==> config.mk <==
export PLATFORM = sky130hd
export DESIGN_NAME = addsub_unit
export DESIGN_NICKNAME = d
export VERILOG_FILES = /design/src/rtl/addsub_pkg.sv /design/src/rtl/addsub_operand_prep.sv /design/src/rtl/addsub_ripple.sv /design/src/rtl/addsub_flags.sv /design/src/rtl/addsub_unit.sv
export SDC_FILE = /design/constraint.sdc
export NUM_CORES = 1
export LEC_CHECK = 0
export ABC_AREA = 1
export BUFFER_PORTS_ARGS = -buffer_cell sky130_fd_sc_hd__clkbuf_2
export CORE_AREA = 2 2 39 41
export CTS_BUF_LIST = sky130_fd_sc_hd__clkbuf_2 sky130_fd_sc_hd__clkbuf_4 sky130_fd_sc_hd__clkbuf_8
export CTS_CLUSTER_SIZE = 10
export DETAILED_ROUTE_END_ITERATION = 16
export DIE_AREA = 0 0 41 43
export HOLD_SLACK_MARGIN = 0.15
export SKIP_CTS_REPAIR_TIMING = 1
export SLEW_MARGIN = 5
export SYNTH_ARGS = -nofsm -noshare
export SYNTH_HDL_FRONTEND = slang
export SYNTH_SLANG_ARGS = --single-unit
==> constraint.sdc <==
create_clock -name clk_i -period 1.01 [get_ports clk_i]
set_clock_uncertainty 0.15 [all_clocks]
set_input_delay 0.101 -clock clk_i [delete_from_list [all_inputs] [get_ports clk_i]]
set_output_delay 0.101 -clock clk_i [all_outputs]
set_load 0.02 [all_outputs]
==> src/rtl/addsub_pkg.sv <==
package addsub_pkg;
  typedef enum logic [1:0] {
    OP_ADD = 2'b00,
    OP_ADC = 2'b01,
    OP_SUB = 2'b10,
    OP_SBB = 2'b11
  } op_e;

  typedef struct packed {
    logic c;
    logic v;
    logic n;
    logic z;
  } flags_t;
endpackage

==> src/rtl/addsub_operand_prep.sv <==
module addsub_operand_prep
  import addsub_pkg::*;
#(
  parameter int W = 4
) (
  input  logic [1:0]   op_i,
  input  logic [W-1:0] b_i,
  input  logic         carry_i,
  output logic [W-1:0] b_o,
  output logic         cin_o,
  output logic         sub_o
);
  op_e op;
  assign op    = op_e'(op_i);
  assign sub_o = op_i[1];
  assign b_o   = sub_o ? ~b_i : b_i;

  always_comb begin
    unique case (op)
      OP_ADD:  cin_o = 1'b0;
      OP_ADC:  cin_o = carry_i;
      OP_SUB:  cin_o = 1'b1;
      OP_SBB:  cin_o = ~carry_i; // stored flag is a borrow
      default: cin_o = 1'b0;
    endcase
  end
endmodule

==> src/rtl/addsub_ripple.sv <==
module addsub_ripple #(
  parameter int W = 4
) (
  input  logic [W-1:0] a_i,
  input  logic [W-1:0] b_i,
  input  logic         cin_i,
  output logic [W-1:0] sum_o,
  output logic         c_msb_o,
  output logic         cout_o
);
  logic [W:0] c;
  assign c[0] = cin_i;

  for (genvar i = 0; i < W; i++) begin : g_bit
    assign sum_o[i] = a_i[i] ^ b_i[i] ^ c[i];
    assign c[i+1]   = (a_i[i] & b_i[i]) | (c[i] & (a_i[i] ^ b_i[i]));
  end

  assign c_msb_o = c[W-1];
  assign cout_o  = c[W];
endmodule

==> src/rtl/addsub_flags.sv <==
module addsub_flags
  import addsub_pkg::*;
#(
  parameter int W = 4
) (
  input  logic [W-1:0] sum_i,
  input  logic         c_msb_i,
  input  logic         cout_i,
  input  logic         sub_i,
  output flags_t       flags_o
);
  assign flags_o.c = cout_i ^ sub_i;   // raw carry 1 on subtract means no borrow
  assign flags_o.v = c_msb_i ^ cout_i;
  assign flags_o.n = sum_i[W-1];
  assign flags_o.z = ~|sum_i;
endmodule

==> src/rtl/addsub_unit.sv <==
module addsub_unit
  import addsub_pkg::*;
#(
  parameter int W = 4
) (
  input  logic         clk_i,
  input  logic         rst_ni,
  input  logic         valid_i,
  input  logic [1:0]   op_i,
  input  logic [W-1:0] a_i,
  input  logic [W-1:0] b_i,
  input  logic         carry_i,
  output logic [W-1:0] result_o,
  output logic         carry_o,
  output logic         overflow_o,
  output logic         negative_o,
  output logic         zero_o,
  output logic         valid_o
);
  localparam int MSB = W - 1;

  logic [W-1:0] b_eff, sum;
  logic         cin, sub, c_msb, cout;
  flags_t       flags_d, flags_q;

  addsub_operand_prep #(.W(W)) u_prep (
    .op_i(op_i), .b_i(b_i), .carry_i(carry_i),
    .b_o(b_eff), .cin_o(cin), .sub_o(sub)
  );

  addsub_ripple #(.W(W)) u_add (
    .a_i(a_i), .b_i(b_eff), .cin_i(cin),
    .sum_o(sum), .c_msb_o(c_msb), .cout_o(cout)
  );

  addsub_flags #(.W(W)) u_flags (
    .sum_i(sum), .c_msb_i(c_msb), .cout_i(cout), .sub_i(sub),
    .flags_o(flags_d)
  );

  always_ff @(posedge clk_i or negedge rst_ni) begin
    if (!rst_ni) begin
      result_o <= '0;
      flags_q  <= '0;
      valid_o  <= 1'b0;
    end else begin
      valid_o <= valid_i;
      if (valid_i) begin
        result_o <= sum;
        flags_q  <= flags_d;
      end
    end
  end

  assign carry_o    = flags_q.c;
  assign overflow_o = flags_q.v;
  assign negative_o = flags_q.n;
  assign zero_o     = flags_q.z;


  add_carry_chk: assert property (@(posedge clk_i) disable iff (!rst_ni)
    (valid_o && $past(op_i) == 2'b00) |->
      ({carry_o, result_o} == ({1'b0, $past(a_i)} + {1'b0, $past(b_i)})));


  sub_borrow_chk: assert property (@(posedge clk_i) disable iff (!rst_ni)
    (valid_o && $past(op_i) == 2'b10) |->
      (carry_o == ($past(a_i) < $past(b_i)) && result_o == W'($past(a_i) - $past(b_i))));


  ovf_sign_chk: assert property (@(posedge clk_i) disable iff (!rst_ni)
    valid_o |-> (overflow_o ==
      (($past(a_i[MSB]) == ($past(op_i[1]) ^ $past(b_i[MSB]))) &&
       (result_o[MSB] != ($past(op_i[1]) ^ $past(b_i[MSB]))))));


  zero_flag_chk: assert property (@(posedge clk_i) disable iff (!rst_ni)
    valid_o |-> (zero_o == (result_o == '0)));


  accept_chk: assert property (@(posedge clk_i) disable iff (!rst_ni)
    valid_i |=> valid_o);


  hold_chk: assert property (@(posedge clk_i) disable iff (!rst_ni)
    !valid_i |=> (!valid_o && $stable(result_o) && $stable(carry_o) &&
                  $stable(overflow_o) && $stable(zero_o)));
endmodule

* Word level (Yosys, flattened, before mapping) *
Cells that the tools add are included.

cells by class
  divide/modulo/power cells = 0
  reduce and logical (&&, ||, !) cells = 3
  order comparisons = 0
  eq/ne operators = 3
  $add $sub $neg = 0
  shifts and indexed selects = 0
  bitwise logic cells = 24
  multiply operators = 0
  multiplexer cells = 2

operators by type and width
  kind                count
  $xor 1x1->1         10
  $and 1x1->1         8
  $eq 2x2->1 const B  2
  $mux 4              1
  $not 4->4           1
  $or 1x1->1          4
  $pmux 1 s4          1
  $reduce_or 4->1     1
  $eq 2x1->1 const B  1
  $logic_not 2->1     1
  $logic_not 1->1     1
  $not 1->1           1

word-level totals
  word-level logic and storage cells = 38
  memory bits (read-only) = 0
  memories kept = 0
  flip-flop bits (word level) = 9
  output and inout port bits = 9
  latch bits = 0
  input bits = 14
  bits in writable memories = 0

* Longest topological paths before layout *
  word-level depth = 12
  gate-level depth with buffers = 10
  depth with buffers taken out = 10

* Modules after synthesis *
Synthesis repeated with hierarchy kept, for this count alone.

second synthesis, totals
  cell total of the unflattened synthesis = 76
  area, all modules = 585.6 µm²

modules (own cells, without submodules)
  module               cells each  seq. area each (µm²)  instances  area an instance (µm²)
  addsub_unit          35          225.2                 1          330.3
  addsub_ripple        12          0.0                   1          110.1
  addsub_operand_prep  12          0.0                   1          77.6
  addsub_flags         17          0.0                   1          67.6

* Worst setup path after synthesis *
OpenSTA, ideal clock, no wires.

  path kind = input to register
  start = in op_i[1]
  end = reg flags_q (netlist bit zero_o)
  stages = 8
  setup slack = -1.469 ns
  data arrival time = 2.253 ns
  path buffers = 1
  data required time = 0.784 ns
  library setup time = 0.076 ns
  cell sequence = buf_6 > xnor2_1 > fa_1 > fa_1 > fa_1 > fa_1 > nand3_1 > o21ai_1

on the way
  word-level cells in the longest chain between the ends = 11
  elaborated cells between the ends (all ways) = 25
  classes of those cells = 3 x eq/ne; 2 x mux; 17 x bitwise; 3 x reduce/logical

ends and longest elaborated chain
  element                                           RTL line                                                             source
  from (decl)                                       addsub_unit.sv:9                                                     input logic [1:0] op_i,
  $eq 2x2->1, or another cell as far along          addsub_operand_prep.sv:19                                            unique case (op)
  $pmux 1 s4 / $xor 1x1->1 (equally long branches)  addsub_operand_prep.sv:19, addsub_ripple.sv:15, addsub_ripple.sv:16
  $and 1x1->1                                       addsub_ripple.sv:16                                                  assign c[i+1] = (a_i[i] & b_i[i]) | (c[i] & (a_i[i] ^ b_i[i]));
  $or 1x1->1                                        addsub_ripple.sv:16
  $and 1x1->1                                       addsub_ripple.sv:16
  $or 1x1->1                                        addsub_ripple.sv:16
  $and 1x1->1                                       addsub_ripple.sv:16
  $or 1x1->1                                        addsub_ripple.sv:16
  $xor 1x1->1                                       addsub_ripple.sv:15                                                  assign sum_o[i] = a_i[i] ^ b_i[i] ^ c[i];
  $reduce_or 4->1 *                                 addsub_flags.sv:15                                                   assign flags_o.z = ~|sum_i;
  $logic_not 1->1 *                                 addsub_flags.sv:15
  to (signal assigned)                              addsub_unit.sv:50                                                    flags_q <= flags_d;
  to (decl)                                         addsub_unit.sv:24                                                    flags_t flags_d, flags_q;

Every way passes the cells marked *; elsewhere a longest branch is shown, timed or not.
A chain may end at the register's enable or synchronous reset.

* Worst setup path in the final report *
  start = in carry_i
  end = reg flags_q (netlist bit zero_o)

on the way
  word-level cells in the longest chain between the ends = 11
  elaborated cells between the ends (all ways) = 14
  classes of those cells = 1 x mux; 11 x bitwise; 2 x reduce/logical

ends and longest elaborated chain
  element            RTL line                   source
  from (decl)        addsub_unit.sv:12          input logic carry_i,
  $not 1->1          addsub_operand_prep.sv:23  OP_SBB: cin_o = ~carry_i;
  $pmux 1 s4 *       addsub_operand_prep.sv:19
  $and 1x1->1        addsub_ripple.sv:16
  $or 1x1->1         addsub_ripple.sv:16
  $and 1x1->1        addsub_ripple.sv:16
  $or 1x1->1         addsub_ripple.sv:16
  $and 1x1->1        addsub_ripple.sv:16
  $or 1x1->1         addsub_ripple.sv:16
  $xor 1x1->1        addsub_ripple.sv:15
  $reduce_or 4->1 *  addsub_flags.sv:15
  $logic_not 1->1 *  addsub_flags.sv:15

Marks and branches as above.

==> impl_metrics.json <==
{
  "status": "finished with violations",
  "violations": "negative setup slack",
  "path_clk_slew_ps": 50,
  "yosys_warnings": 0,
  "setup_violations": 15,
  "p_int_mw": 0.839,
  "grt_pass1_wl_um": 1430,
  "wire_per_inst_um": 9.03,
  "power.share.sequential_pct": 34.3,
  "syn-num-nets": 67,
  "synthTopCellsByArea": "dfrtp_1 42%, fa_1 17%, nand2_1 11%",
  "avgViaCountPerCell": 4.31,
  "cts_buffers": 3,
  "nNetsFinal": 100,
  "ant_nets": 0,
  "grt_pass1_vias": 376,
  "start_util_pct": 34.1,
  "relSlewSlack_pct": 80.3,
  "grt_setup_unrepaired": "yes",
  "clockPowerShare_pct": 19.0,
  "fmax_mhz": 467,
  "clockBufferDepth": 2,
  "dr.pass1.iters": 3,
  "core-area_mm2": 0.00138,
  "grt_overflow": 0,
  "cp-end-kind": "register",
  "clock_sinks": 8,
  "grt_max_degree": 10,
  "worst_pin_slew_ps": 294,
  "setup_ws_ps": -1130,
  "slew_violations": 0,
  "ir_worst_vdd_mv": 0.435,
  "die_w_um": 41,
  "yosys.area.top_type": "dfrtp_1",
  "period_needed_ps": 2140,
  "synth_top_family_by_area": "adder cells",
  "drive_gt1_share_pct": 55.0,
  "finish.instance_area_um2": 800,
  "p_leak_nw": 0.403,
  "fin_crit_sh_pct": 212,
  "synth_cell_type_count": 13,
  "grt_antenna_before_repair": 0,
  "powerDensity_mw_per_mm2": 1560,
  "hpwlAfterDp_um": 685,
  "synthArstFlopShare_pct": 100,
  "power_frac_comb_pct": 46.7,
  "critPathMaxFanout": 3,
  "ys_seq_area_share_pct": 42.4,
  "die_area_mm2": 0.00176,
  "synth.most_common_cell": "nand2_1",
  "hp-class": "in2async",
  "crit_type": "in2reg",
  "cts_max_level": 1,
  "hold_viol_final": 0,
  "r2r_cells": 2,
  "ys_ff_latch": 8,
  "dpl_worst_slack_ps": -1450,
  "synthFlopType": "dfrtp_1",
  "dpl_cell_area_um2": 619,
  "syn_area_per_cell_um2": 9.63,
  "regToRegSetupSlack_ps": 90,
  "synth_xor_area_share_pct": 9.28,
  "cts_tree": "done",
  "clk_latency_ps": 240,
  "finalWirelength_um": 867,
  "synthAdderAreaFrac_pct": 17.0,
  "synth_cells": 49,
  "root_buffer": "clkbuf_4",
  "vias": 414,
  "sw_frac_of_total_pct": 32.7,
  "nFillCells": 123,
  "synth.cell_area_um2": 472,
  "critPathLaunchType": "input pin",
  "row_count": 14,
  "syn2layout_area_growth_pct": 69.5,
  "place_congestion": 0.679,
  "drt_iter0_drc": 2,
  "ios": 23,
  "synth-compound-area-share_pct": 6.63,
  "grt_usage_pct": 11.9,
  "arrival_ps": 2170,
  "synth_top_area_share_pct": 42.4,
  "yosys-top-cells-count": "14 x nand2_1, 8 x dfrtp_1, 7 x inv_1",
  "synth_mux_area_share_pct": 0,
  "synth_edf_count": 0,
  "die_y_um": 43,
  "yosys.area_share.simple_pct": 14.3,
  "r2r-start": "result_o[0]",
  "timing.rr.end": "result_o[0]",
  "power.switching_mw": 0.407,
  "cp.required_ps": 1040,
  "antenna_cells": 0,
  "drcViolationCount": 0,
  "numPortBuffers": 22,
  "drv_cap": 0
}
cell families after synthesis:
| family | count (synthesis) |
|---|---|
| flops | 8 |
| simple gates | 17 |
| xor+xnor | 5 |
| fa+ha+maj | 4 |
| compound gates | 5 |
| buf+inv | 10 |
worst max-delay path, cell delays in order:
cell	delay [ps]
buf_6	70
nand2_4	50
xor2_2	170
fa_2	340
fa_2	340
fa_2	370
fa_2	550
nand3_1	80
o21ai_1	110
layout make-up:
class	count	area (um2)	area share (%)
multi-input combinational	31	277	34.6
sequential	8	200	25.0
tap	16	20.0	2.50
clock buffer	3	22.5	2.82
timing repair buffer	30	250	31.3
inverter	8	30.0	3.76
power groups by stage:
stage	registers (mW)	logic, mW	clock network (mW)
floorplan	0.493	0.219	0
global placement	0.416	0.406	0
detailed placement	0.418	0.411	0
CTS	0.414	0.413	0.245
global route	0.433	0.646	0.264
finish	0.427	0.582	0.236
per-stage QoR:
step	cells	setup TNS (ps)	power (mW)	hold WS (ps)	util, %
final	96	-5570	1.25	90.2	57.8
after global routing	96	-6200	1.34	124	57.8
after CTS	89	-5850	1.07	-459	46.4
after detailed placement	86	-7450	0.830	-192	44.8
after global placement	86	-7370	0.822	-196	44.8
after floorplan	49	-6760	0.712	-345	-
flip-flops by register name, indices dropped and copies added, names as in the netlist:
register    count
result_o        3
carry_o         1
negative_o      1
overflow_o      1
valid_o         1
zero_o          1
cells in the final DEF (no fill, tap or decap), drive strengths merged:
cell and instances:
fa 4, dfrtp 8, o21a 1, nand2 14, xor2 1, xnor2 4, nand3 3, clkbuf 13
buf 18, o21ai 4, dlygate4sd3 2, inv 8
per-layer routing:
metal / vias up / routed length, um / global-route usage [%]
li1: 208 / - / -
met1: 186 / 352 / 15.1
met2: 18 / 450 / 17.8
met3: 2 / 48 / 1.57
met4: 0 / 15 / 8.00
met5: - / 0 / 0
worst max path at each step:
| stage | to | start | depth (start not counted) |
|---|---|---|---|
| 4_1_cts | zero_o | op_i[1] | 8 |
| 3_3_place_gp | zero_o | op_i[1] | 8 |
| 6_report | zero_o | carry_i | 9 |
| 5_1_grt | zero_o | b_i[0] | 8 |
| 2_1_floorplan | zero_o | op_i[1] | 8 |
| 3_5_place_dp | zero_o | op_i[1] | 8 |
No activity file was read; power rests on OpenSTA's default activity.
